--- src/rtl/pg_mon_pkg.sv ---
package pg_mon_pkg;

    // Phase of one rail's power-good tracker.
    typedef enum logic [1:0] {
        PH_READY = 2'd0,   // flag low, no hold pending
        PH_HOLD  = 2'd1,   // flag low, minimum low time running
        PH_GOOD  = 2'd2    // flag high
    } rail_phase_e;

    // Counter width needed to hold values 0 .. n-1.
    function automatic int hold_cnt_width(input int n);
        return (n < 2) ? 1 : $clog2(n);
    endfunction

endpackage

--- src/rtl/pg_sync.sv ---
module pg_sync #(
    parameter int WIDTH  = 8,
    parameter int STAGES = 2
) (
    input  logic             clk,
    input  logic             rst_n,
    input  logic [WIDTH-1:0] async_i,
    output logic [WIDTH-1:0] sync_o
);

    logic [WIDTH-1:0] stage_d [STAGES];
    logic [WIDTH-1:0] stage_q [STAGES];

    always_comb begin
        stage_d[0] = async_i;
        for (int s = 1; s < STAGES; s++) begin
            stage_d[s] = stage_q[s-1];
        end
    end

    generate
        for (genvar g = 0; g < STAGES; g++) begin : g_stage
            always_ff @(posedge clk or negedge rst_n) begin
                if (!rst_n) begin
                    stage_q[g] <= '0;
                end else begin
                    stage_q[g] <= stage_d[g];
                end
            end
        end
    endgenerate

    assign sync_o = stage_q[STAGES-1];

endmodule

--- src/rtl/pg_rail.sv ---
module pg_rail
    import pg_mon_pkg::*;
#(
    parameter int HOLD_CYCLES = 50000
) (
    input  logic clk,
    input  logic rst_n,
    input  logic en_i,
    input  logic fault_i,
    input  logic above_i,
    input  logic below_i,
    output logic pg_o
);

    localparam int CW = hold_cnt_width(HOLD_CYCLES);
    localparam logic [CW-1:0] HOLD_LOAD = CW'(HOLD_CYCLES - 1);

    typedef struct packed {
        rail_phase_e     phase;
        logic [CW-1:0]   cnt;
    } rail_state_t;

    rail_state_t st_d, st_q;
    logic        drop_req;
    logic        rise_ok;

    always_comb begin
        st_d     = st_q;
        drop_req = !en_i || fault_i || below_i;
        rise_ok  = en_i && !fault_i && above_i && !below_i;
        unique case (st_q.phase)
            PH_GOOD: begin
                if (drop_req) begin
                    st_d.phase = PH_HOLD;
                    st_d.cnt   = HOLD_LOAD;
                end
            end
            PH_HOLD: begin
                if (st_q.cnt != '0) begin
                    st_d.cnt = st_q.cnt - 1'b1;
                end else if (rise_ok) begin
                    st_d.phase = PH_GOOD;
                end else begin
                    st_d.phase = PH_READY;
                end
            end
            PH_READY: begin
                if (rise_ok) begin
                    st_d.phase = PH_GOOD;
                end
            end
            default: begin
                st_d.phase = PH_READY;
                st_d.cnt   = '0;
            end
        endcase
    end

    always_ff @(posedge clk or negedge rst_n) begin
        if (!rst_n) begin
            st_q.phase <= PH_READY;
            st_q.cnt   <= '0;
        end else begin
            st_q <= st_d;
        end
    end

    assign pg_o = (st_q.phase == PH_GOOD);

    // a disabled rail is low after the next edge
    a_r5_disable_low: assert property (@(posedge clk) disable iff (!rst_n)
        !en_i |=> !pg_o);

    // a sagging output drops a high flag
    a_r4_below_drops: assert property (@(posedge clk) disable iff (!rst_n)
        (pg_o && below_i) |=> !pg_o);

    // a rise needs every condition on the previous edge
    a_r2_rise_needs_all: assert property (@(posedge clk) disable iff (!rst_n)
        $rose(pg_o) |-> $past(en_i && !fault_i && above_i && !below_i));

    // a rise happens only once the hold count is exhausted
    a_r7_rise_after_hold: assert property (@(posedge clk) disable iff (!rst_n)
        $rose(pg_o) |-> ($past(st_q.cnt) == '0));

    // in the band between thresholds a high flag stays high
    a_r3_band_keeps_high: assert property (@(posedge clk) disable iff (!rst_n)
        (pg_o && en_i && !fault_i && !below_i) |=> pg_o);

    // the hold count never leaves its range
    a_r9_cnt_in_range: assert property (@(posedge clk) disable iff (!rst_n)
        st_q.cnt <= HOLD_LOAD);

endmodule

--- src/rtl/pg_monitor.sv ---
module pg_monitor #(
    parameter int NUM_RAILS   = 4,
    parameter int HOLD_CYCLES = 50000,
    parameter int SYNC_STAGES = 2
) (
    input  logic                 clk,
    input  logic                 rst_n,
    input  logic [NUM_RAILS-1:0] rail_en,
    input  logic                 fault,
    input  logic [NUM_RAILS-1:0] above_rise,
    input  logic [NUM_RAILS-1:0] below_fall,
    output logic [NUM_RAILS-1:0] pg
);

    localparam int SW = 2 * NUM_RAILS;

    logic [SW-1:0]        cmp_async;
    logic [SW-1:0]        cmp_sync;
    logic [NUM_RAILS-1:0] above_s;
    logic [NUM_RAILS-1:0] below_s;

    assign cmp_async = {below_fall, above_rise};

    pg_sync #(
        .WIDTH  (SW),
        .STAGES (SYNC_STAGES)
    ) u_sync (
        .clk     (clk),
        .rst_n   (rst_n),
        .async_i (cmp_async),
        .sync_o  (cmp_sync)
    );

    assign above_s = cmp_sync[NUM_RAILS-1:0];
    assign below_s = cmp_sync[SW-1:NUM_RAILS];

    generate
        for (genvar r = 0; r < NUM_RAILS; r++) begin : g_rail
            pg_rail #(
                .HOLD_CYCLES (HOLD_CYCLES)
            ) u_rail (
                .clk     (clk),
                .rst_n   (rst_n),
                .en_i    (rail_en[r]),
                .fault_i (fault),
                .above_i (above_s[r]),
                .below_i (below_s[r]),
                .pg_o    (pg[r])
            );
        end
    endgenerate

    // a chip-wide fault clears every flag on the next edge
    a_r6_fault_all_low: assert property (@(posedge clk) disable iff (!rst_n)
        fault |=> (pg == '0));

    // outputs are low while reset is held
    always_comb begin
        if (!rst_n) begin
            a_r1_reset_low: assert (pg == '0);
        end
    end

endmodule

--- config.mk ---
export PLATFORM = sky130hd
export DESIGN_NAME = pg_monitor
export DESIGN_NICKNAME = d
export VERILOG_FILES = /design/src/rtl/pg_mon_pkg.sv /design/src/rtl/pg_sync.sv /design/src/rtl/pg_rail.sv /design/src/rtl/pg_monitor.sv
export SDC_FILE = /design/constraint.sdc
export NUM_CORES = 1
export LEC_CHECK = 0
export BUFFER_PORTS_ARGS = -buffer_cell sky130_fd_sc_hd__buf_2
export CORE_MARGIN = 2
export CORE_UTILIZATION = 60
export CTS_CLUSTER_SIZE = 25
export DETAILED_ROUTE_END_ITERATION = 6
export MAX_ROUTING_LAYER = met4
export PLACE_DENSITY = 0.74
export SLEW_MARGIN = 20
export SYNTH_ARGS = -nofsm -noshare
export SYNTH_HDL_FRONTEND = slang
export SYNTH_HIERARCHICAL = 1
export SYNTH_SLANG_ARGS = --single-unit
export TNS_END_PERCENT = 100
--- constraint.sdc ---
create_clock -name clk -period 2.9 [get_ports clk]
set_clock_uncertainty 0.05 [all_clocks]
set_input_delay 0.29 -clock clk [delete_from_list [all_inputs] [get_ports clk]]
set_output_delay 0.29 -clock clk [all_outputs]
set_load 0.01 [all_outputs]
**Yosys cells after proc, flatten, opt, wreduce, memory -nomap -nowiden**

Index checks and enable logic that the tools add are counted.
W data, S select, Z words.

- Input port bits: 15
- Logic and storage cells: 115
- Register bits after elaboration: 88

- $add $sub $neg: 4
- Multiplexer cells: 28
- Bitwise gates (word level): 4
- Eq/ne operators: 24
- Reduce and logical (&&, ||, !) cells: 45

Operator list:

| kind | count |
|---|---|
| $pmux W16 S3 | 4 |
| $mux W18 | 4 |
| $mux W16 | 4 |
| $reduce_bool A16 Y1 | 4 |
| $sub A16 B1 Y16 const B | 4 |
| $mux W2 | 12 |
| $pmux W2 S3 | 4 |
| $reduce_and A3 Y1 | 8 |
| $ne A2 B1 Y1 const B | 8 |
| $ne A2 B2 Y1 const B | 8 |
| $logic_and A1 B1 Y1 | 12 |
| $logic_not A1 Y1 | 9 |
| $eq A2 B1 Y1 const B | 4 |
| $eq A2 B2 Y1 const B | 4 |
| $logic_not A2 Y1 | 4 |
| $logic_or A1 B1 Y1 | 8 |
| $not A1 Y1 | 4 |

**Depth between registers and ports, before layout**

Gate-level depths: netlist of the first run.

- Depth in word-level cells: 7
- Mapped depth: 9
- Gate-level depth less buffers: 7

**Cells and area by module**

The synthesis of the first run kept the hierarchy.

Modules (own cells, without submodules):

| module | area an instance (um2) | instances | seq. area each (um2) | cells an instance |
|---|---|---|---|---|
| pg_rail (g_rail[0].u_rail ...) | 1159.9 | 3 | 450.4 | 129 |
| pg_rail (g_rail[3].u_rail) | 1128.6 | 1 | 450.4 | 129 |
| pg_sync | 400.4 | 1 | 400.4 | 16 |

**Least setup slack after synthesis of the first run**

Ideal clock, no wire load.

- Kind: reg-to-reg
- Start point: register g_rail[0].u_rail/st_q[0] (netlist name)
- End point: register g_rail[0].u_rail/st_q[16] (netlist name)
- Arrival time: 2.067 ns
- Setup slack: 0.656 ns
- Cell stages (with the launch flop): 8
- Cells stage by stage: dfrtp_1 > inv_1 > ha_1 > or3b_2 > nor3_4 > nand2_2 > a221o_1 > mux2_1

- Longest elaborated chain between the ends: 3

RTL lines:

| item | line | text |
|---|---|---|
| start: declaration | pg_rail.sv:23 | `rail_state_t st_d, st_q;` |
| start signal: assignment | pg_rail.sv:64 | `st_q <= st_d;` |
| $reduce_bool A16 Y1 | pg_rail.sv:39 | `if (st_q.cnt != '0) begin` |
| $ne A2 B2 Y1 (no source line) | - |  |
| $reduce_and A3 Y1 (no source line) | - |  |

No other way between the ends.
A chain may end at the register's enable or synchronous reset.

**Final worst setup path of the first run**

- Start point: register g_rail[1].u_rail/st_q[0] (netlist name)
- End point: register g_rail[1].u_rail/st_q[17] (netlist name)

- Longest elaborated chain between the ends: 3

RTL lines:

| item | line |
|---|---|
| start: declaration | pg_rail.sv:23 |
| start signal: assignment | pg_rail.sv:64 |
| $reduce_bool A16 Y1 | pg_rail.sv:39 |
| $ne A2 B2 Y1 (no source line) | - |
| $reduce_and A3 Y1 (no source line) | - |

No other way between the ends.

==> qor.txt, run 1 <==
hold-critical path endpoint: u_sync/sync_o[6]
number of buffers inserted to repair setup after CTS: 0
Via density: 6.368
clock share of power: 12.3%
H-tree depth reported by CTS: 3
synthesized area per cell: 9.415 sq um
Flop pwr share: 29.9%
count of cells along the worst register-to-register path: 7
Synth warnings: 6
accumulated negative setup slack: 0 ns
transition time at the pin with the least slew margin: 0.6014 ns
number of max-cap violations: 0
buffer cell driving the clock tree root: sky130_fd_sc_hd__clkbuf_8
minimum clock period: 2.522 ns
die height: 95.37 um
total gr overflow: 0
register area share after synthesis: 43.97%
worst reg2reg setup slack: 0.38 ns
most common library cell in the layout ignoring fill and taps: sky130_fd_sc_hd__dfrtp_1
gate count after technology mapping: 532
capturing point of the worst reg2reg path: g_rail[1].u_rail/st_q[17]
wire length on met3: 570 um
maximum number of pins on one net before global-route repair: 50
diode insertion count for antenna repair: 0
minimum hold slack: 0.3024 ns
Hold Crit Start: u_sync/stage_d[6]
path type of the worst setup path: reg -> reg
number of buffers between clock root and the deepest sink: 2
library cells used by synthesis: 47
Final Hold Vio Count: 0
all-layer global routing usage: 26.15%
Placer Congestion: 0.9351
switching part of the total power: 47.39%
core occupancy in the finished layout: 67.53%
type of the worst min-delay path: reg -> reg
Largest stage delay, worst path: 0.51 ns
Clock transition at path regs: 0.09 ns
Pins Over Slew Limit: 0
capturing element type of the critical path: flop
post-synthesis instance area: 5009 sq um
Final setup violation count: 0
leading cell types in the layout, fill and taps excluded: sky130_fd_sc_hd__dfrtp_1, sky130_fd_sc_hd__o21ai_0, sky130_fd_sc_hd__nor2_1
net count of the mapped netlist: 567
routed wire length: 10.81 mm
count of TritonRoute iterations in the first routing pass: 5
Worst Path Max Fanout: 5
PortBufs: 18
drt first-iter violations: 204
Net Switching: 2.947 mW
ordered cell list for the critical path: inv_1 -> ha_1 -> or3b_2 -> nor3_4 -> nand2_2 -> a221o_1 -> mux2_1
average wire length per cell after detail routing: 16.06 um
layout-stage area growth over the synthesis result: 9.668%
Post-synth ARST share: 100.0%
power per standard cell area: 1132 nW/um^2
total CTS buffers: 9
wire length of the first global-routing pass: 18.41 mm
metal1 wirelength: 5.101 mm
data required time of the critical path: 3.08 ns
VDD IR-drop max: 0.5493 mV
clock insertion delay at the later pin of the skew report: 0.35 ns
fraction of final layout cells sized beyond drive strength 1: 12.68%
count of antenna-violating nets left after detailed routing: 0
Initial Util: 61.58%
Clock Sinks: 88
highest metal layer with signal wires: met4
combinational power share: 57.7%
final worst path period share: 86.95%
number of enable flip-flop cells after synthesis: 0
predominant post-synthesis flop cell: sky130_fd_sc_hd__dfrtp_1
clock tree from TritonCTS: done
routed wire length on met2: 5.072 mm
half-perimeter wire length of the detailed placement result: 7.663 mm
horizontal die dimension: 95.37 um
Critical Path Start: g_rail[1].u_rail/st_q[0]
synthesized flop and latch total: 88
worst-path cell with the longest stage delay: sky130_fd_sc_hd__or3b_2
internal power consumption: 3.272 mW
initial antenna violation count: 0
total number of vias: 4286
die area: 9094 sq um
static power due to leakage: 2.464 nW
Max Fclk: 0.3966 GHz
headroom to the max-slew limit: 59.90%
std cell rows: 33
Final nets: 598
unrepaired setup endpoints after global routing: no
area of the placeable core: 8134 sq um
Arr. time, crit path: 2.71 ns
cell depth of the worst min-delay path: 0
launching element type of the critical path: flop
I/O pin count: 19
number of global-route vias before repair: 4064
DRC viols: 0
reg-to-reg startpoint: g_rail[1].u_rail/st_q[0]
status: complete, no violations
==> power by group through the flow <==
stage | registers, mW | logic, mW | clock network (mW)
6_report | 1.86 | 3.59 | 0.767
5_1_grt | 1.91 | 4.02 | 0.853
4_1_cts | 1.85 | 3.54 | 0.795
3_5_place_dp | 1.88 | 3.52 | 0
3_3_place_gp | 1.86 | 3.43 | 0
2_1_floorplan | 1.80 | 2.77 | 0
==> worst max path at each step <==
stage,to,slack (ns),cells after the start
2_1_floorplan,g_rail[0].u_rail/st_q[16],0.66,7
3_3_place_gp,g_rail[2].u_rail/st_q[7],0.40,7
3_5_place_dp,g_rail[2].u_rail/st_q[7],0.25,7
4_1_cts,g_rail[2].u_rail/st_q[7],0.24,7
5_1_grt,g_rail[2].u_rail/st_q[7],0.22,7
6_report,g_rail[1].u_rail/st_q[17],0.38,7
==> final cells by class <==
type	count	area, sq um
multi-input cells	411	2671
fillers	618	2641
flip-flops and latches	88	2202
repair buffers	36	250.2
well taps	105	131.4
clock buffers	10	127.6
inverters	17	63.81
clock inverters	6	46.29
==> sequential cells by signal, indices dropped and copies added (netlist names) <==
name                flops
g_rail.u_rail/st_q     72
u_sync/stage_d          8
u_sync/sync_o           8
==> routing by layer <==
| layer | track usage [%] | up-vias |
|---|---|---|
| met5 | - | - |
| met4 | 6.401 | 0 |
| met3 | 4.269 | 8 |
| met2 | 41.49 | 137 |
| met1 | 35.45 | 2060 |
| li1 | - | 2081 |
==> logic make-up after synthesis <==
group	synth area share, %
simple gates	22.08
compound gates	24.21
flops	43.97
buf+inv	2.948
fa+ha+maj	4.996
mux	1.799
==> cells in the mapped netlist, drive strengths merged, types with 10 or more instances <==
cell type / n / area share, %
clkbuf: 12 / 0.90
inv: 17 / 1.3
or3: 11 / 1.4
o21ai: 81 / 8.1
nand2: 35 / 2.8
dfrtp: 88 / 44
or4: 10 / 1.8
nand3: 16 / 1.6
nor2: 58 / 4.3
a21oi: 19 / 1.9
o41ai: 16 / 2.8
nor3: 28 / 4.4
a22o: 13 / 2.3
ha: 20 / 5.0
==> metrics by stage <==
stage          std cells  instance area, sq um  setup WS (ns)  power [mW]
2_1_floorplan        532                  5009         0.6558       4.569
3_3_place_gp         648                  5216         0.4009       5.282
3_5_place_dp         648                  5216         0.2520       5.391
4_1_cts              673                  5480         0.2369       6.192
5_1_grt              673                  5493         0.2210       6.779
6_report             673                  5493         0.3784       6.219
==> critical path: cells and delay by family (launching register included) <==
| family | cells | cell delay, ns |
|---|---|---|
| AO/OA/AOI/OAI | 1 | 0.40 |
| buffers and inverters | 1 | 0.12 |
| AND/OR/NAND/NOR | 3 | 0.88 |
| multiplexers | 1 | 0.32 |
| flip-flops | 1 | 0.42 |
| adder cells (fa/ha/maj) | 1 | 0.21 |
==> repair_timing <==
item / 4_1_cts / 5_1_grt
hold endpoints to repair: 55 / 0
hold buffers: 9 / 0
endpoints found under the setup margin: 0 / 5
resized for setup: 0 / 2
Note: power is estimated with default switching activity, not from simulation.
==> run 2, diff against run 1 <==
--- a/config.mk
+++ b/config.mk
@@ -11,7 +11,7 @@
 export CTS_CLUSTER_SIZE = 25
 export DETAILED_ROUTE_END_ITERATION = 6
 export MAX_ROUTING_LAYER = met4
-export PLACE_DENSITY = 0.74
+export PLACE_DENSITY = 0.86
 export SLEW_MARGIN = 20
 export SYNTH_ARGS = -nofsm -noshare
 export SYNTH_HDL_FRONTEND = slang
==> run 2 against run 1 <==
Compared with the run above:
- power up 4.7%
- clock power up 26%
- die area unchanged
- final area up 1.1%
- global-route usage up 2.0 points
- via count up 4.3%
- worst setup slack worse by 0.065 ns
- first-iteration DRC count up 43%
- register-to-register slack worse by 0.06 ns
- combinational power up 2%
- sequential power about the same
- sequential share of layout area down 0.45 points
- largest power group unchanged
- highest routed layer unchanged
==> qor.txt, run 2 (synthesis results as in run 1) <==
status: complete, no violations (unchanged)
data required time of the critical path: 3.10 ns (was 3.08 ns)
routed wire length: 11.59 mm (was 10.81 mm)
Arr. time, crit path: 2.78 ns (was 2.71 ns)
type of the worst min-delay path: reg -> reg (unchanged)
capturing element type of the critical path: flop (unchanged)
most common library cell in the layout ignoring fill and taps: sky130_fd_sc_hd__dfrtp_1 (unchanged)
worst-path cell with the longest stage delay: sky130_fd_sc_hd__a31oi_1 (was sky130_fd_sc_hd__or3b_2)
H-tree depth reported by CTS: 3 (unchanged)
number of buffers between clock root and the deepest sink: 2 (unchanged)
Pins Over Slew Limit: 0 (unchanged)
final worst path period share: 89.19% (was 86.95%)
Clock transition at path regs: 0.09 ns (about the same)
minimum hold slack: 0.3011 ns (was 0.3024 ns)
Final Hold Vio Count: 0 (unchanged)
total gr overflow: 0 (unchanged)
initial antenna violation count: 0 (unchanged)
combinational power share: 56.4% (was 57.7%)
number of buffers and inverters on the critical path: 1 (unchanged)
total CTS buffers: 9 (unchanged)
Via density: 6.621 (was 6.368)
count of antenna-violating nets left after detailed routing: 0 (unchanged)
DRC viols: 0 (unchanged)
leading cell types in the layout, fill and taps excluded: sky130_fd_sc_hd__dfrtp_1, sky130_fd_sc_hd__o21ai_0, sky130_fd_sc_hd__nor2_1 (unchanged)
Net Switching: 3.004 mW (was 2.947 mW)
average wire length per cell after detail routing: 17.17 um (was 16.06 um)
Flop pwr share: 28.8% (was 29.9%)
minimum clock period: 2.587 ns (was 2.522 ns)
Clock Sinks: 88 (unchanged)
accumulated negative setup slack: 0 ns (unchanged)
all-layer global routing usage: 28.12% (was 26.15%)
clock tree from TritonCTS: done (unchanged)
power per standard cell area: 1172 nW/um^2 (was 1132 nW/um^2)
transition time at the pin with the least slew margin: 0.7313 ns (was 0.6014 ns)
clock share of power: 14.8% (was 12.3%)
Largest stage delay, worst path: 0.58 ns (was 0.51 ns)
total number of vias: 4469 (was 4286)
launching element type of the critical path: flop (unchanged)
final std cell area, no fill: 5555 sq um (was 5493 sq um)
delay-heaviest family, CP: compound AO/OA/AOI/OAI gates (was simple AND/OR/NAND/NOR gates)
Initial Util: 61.58% (unchanged)
ordered cell list for the critical path: inv_1 -> ha_1 -> nor4bb_1 -> or2_2 -> a31oi_1 -> o21ai_0 -> a22o_1 (was inv_1 -> ha_1 -> or3b_2 -> nor3_4 -> nand2_2 -> a221o_1 -> mux2_1)
count of non-filler cells in the finished layout: 675 (was 673)
path type of the worst setup path: reg -> reg (unchanged)
area of the placeable core: 8134 sq um (unchanged)
buffer cell driving the clock tree root: sky130_fd_sc_hd__clkbuf_8 (unchanged)
die height: 95.37 um (unchanged)
number of buffers inserted to repair setup after CTS: 0 (unchanged)
clock insertion delay at the later pin of the skew report: 0.36 ns (was 0.35 ns)
I/O pin count: 19 (unchanged)
dpl cell area: 5239 sq um (was 5216 sq um)
fillcell total: 593 (was 618)
register with the highest flop count: g_rail.u_rail/st_q (unchanged)
Worst Path Max Fanout: 8 (was 5)
PortBufs: 18 (unchanged)
drt first-iter violations: 292 (was 204)
layout-stage area growth over the synthesis result: 10.92% (was 9.668%)
horizontal die dimension: 95.37 um (unchanged)
VDD IR-drop max: 0.6255 mV (was 0.5493 mV)
number of max-cap violations: 0 (unchanged)
count of TritonRoute iterations in the first routing pass: 5 (unchanged)
fraction of final layout cells sized beyond drive strength 1: 12.81% (was 12.68%)
Max Fclk: 0.3866 GHz (was 0.3966 GHz)
half-perimeter wire length of the detailed placement result: 7.918 mm (was 7.663 mm)
Inst Count DP: 651 (was 648)
Final nets: 601 (was 598)
internal power consumption: 3.507 mW (was 3.272 mW)
number of global-route vias before repair: 4060 (was 4064)
switching part of the total power: 46.14% (was 47.39%)
diode insertion count for antenna repair: 0 (unchanged)
wire length of the first global-routing pass: 19.44 mm (was 18.41 mm)
Final setup violation count: 0 (unchanged)
maximum number of pins on one net before global-route repair: 42 (was 50)
Placer Congestion: 0.9562 (was 0.9351)
std cell rows: 33 (unchanged)
die area: 9094 sq um (unchanged)
headroom to the max-slew limit: 51.02% (was 59.90%)
unrepaired setup endpoints after global routing: no (unchanged)
max reg flops: 72 (unchanged)
static power due to leakage: 2.519 nW (was 2.464 nW)
run 2: cell types whose count changed in the layout (fill, tap and decap cells not counted), sizes merged:
cell,previous run,this run
bufinv,0,2
clkinvlp,5,0
clkbuf,10,12
buf,27,30
run 2: final timing paths:
| path | start | end | slack [ns] | cells after the start |
|---|---|---|---|---|
| min | u_sync/stage_d[7] | u_sync/sync_o[7] | 0.30 | 0 |
| max reg2reg | g_rail[1].u_rail/st_q[16] | g_rail[1].u_rail/st_q[9] | 0.31 | 7 |
| max | g_rail[1].u_rail/st_q[16] | g_rail[1].u_rail/st_q[9] | 0.31 | 7 |
| min reg2reg | u_sync/stage_d[7] | u_sync/sync_o[7] | 0.30 | 0 |
| max in group asynchronous | rst_n | g_rail[3].u_rail/st_q[14] | 1.65 | 3 |
| min in group asynchronous | rst_n | g_rail[2].u_rail/st_q[3] | 0.41 | 2 |
run 2: power by group through the flow:
stage / clock network [mW] / logic, mW / registers, mW
global route: 1.02 / 4.04 / 1.92
detailed placement: 0 / 3.54 / 1.88
finish: 0.963 / 3.67 / 1.87
floorplan: 0 / 2.77 / 1.80
global placement: 0 / 3.42 / 1.85
CTS: 0.975 / 3.58 / 1.86
run 2: what timing repair did:
action / 4_1_cts / 5_1_grt
endpoints found under the hold margin: 47 / 0
setup endpoints to repair: 0 / 1
hold buffers: 9 / 0
resized for setup: 0 / 1
run 2: per-layer routing:
metal / global-route usage (%) / routed length, um / vias to the layer above
met5: - / 0 / -
met4: 9.058 / 189 / 0
met3: 4.190 / 868 / 26
met2: 44.84 / 5709 / 211
met1: 37.28 / 4825 / 2144
li1: - / - / 2088
run 2: cell type report:
cell class / instances / area, sq um / area share [%]
Tap cell: 105 / 131.4 / 2.365
Clock buffer: 12 / 155.1 / 2.793
Inverter: 17 / 63.81 / 1.149
Multi-Input combinational cell: 411 / 2665 / 47.97
Clock inverter: 3 / 65.06 / 1.171
Timing Repair Buffer: 39 / 272.8 / 4.910
Sequential cell: 88 / 2202 / 39.64
run 2: through the flow:
step           utilization (%)  total power, mW  setup slack (ns)
3_5_place_dp             64.41            5.418            0.2183
6_report                 68.30            6.511            0.3135
5_1_grt                  68.30            6.975            0.1713
4_1_cts                  68.22            6.422            0.1612
2_1_floorplan                -            4.569            0.6558
3_3_place_gp             64.41            5.271            0.4163
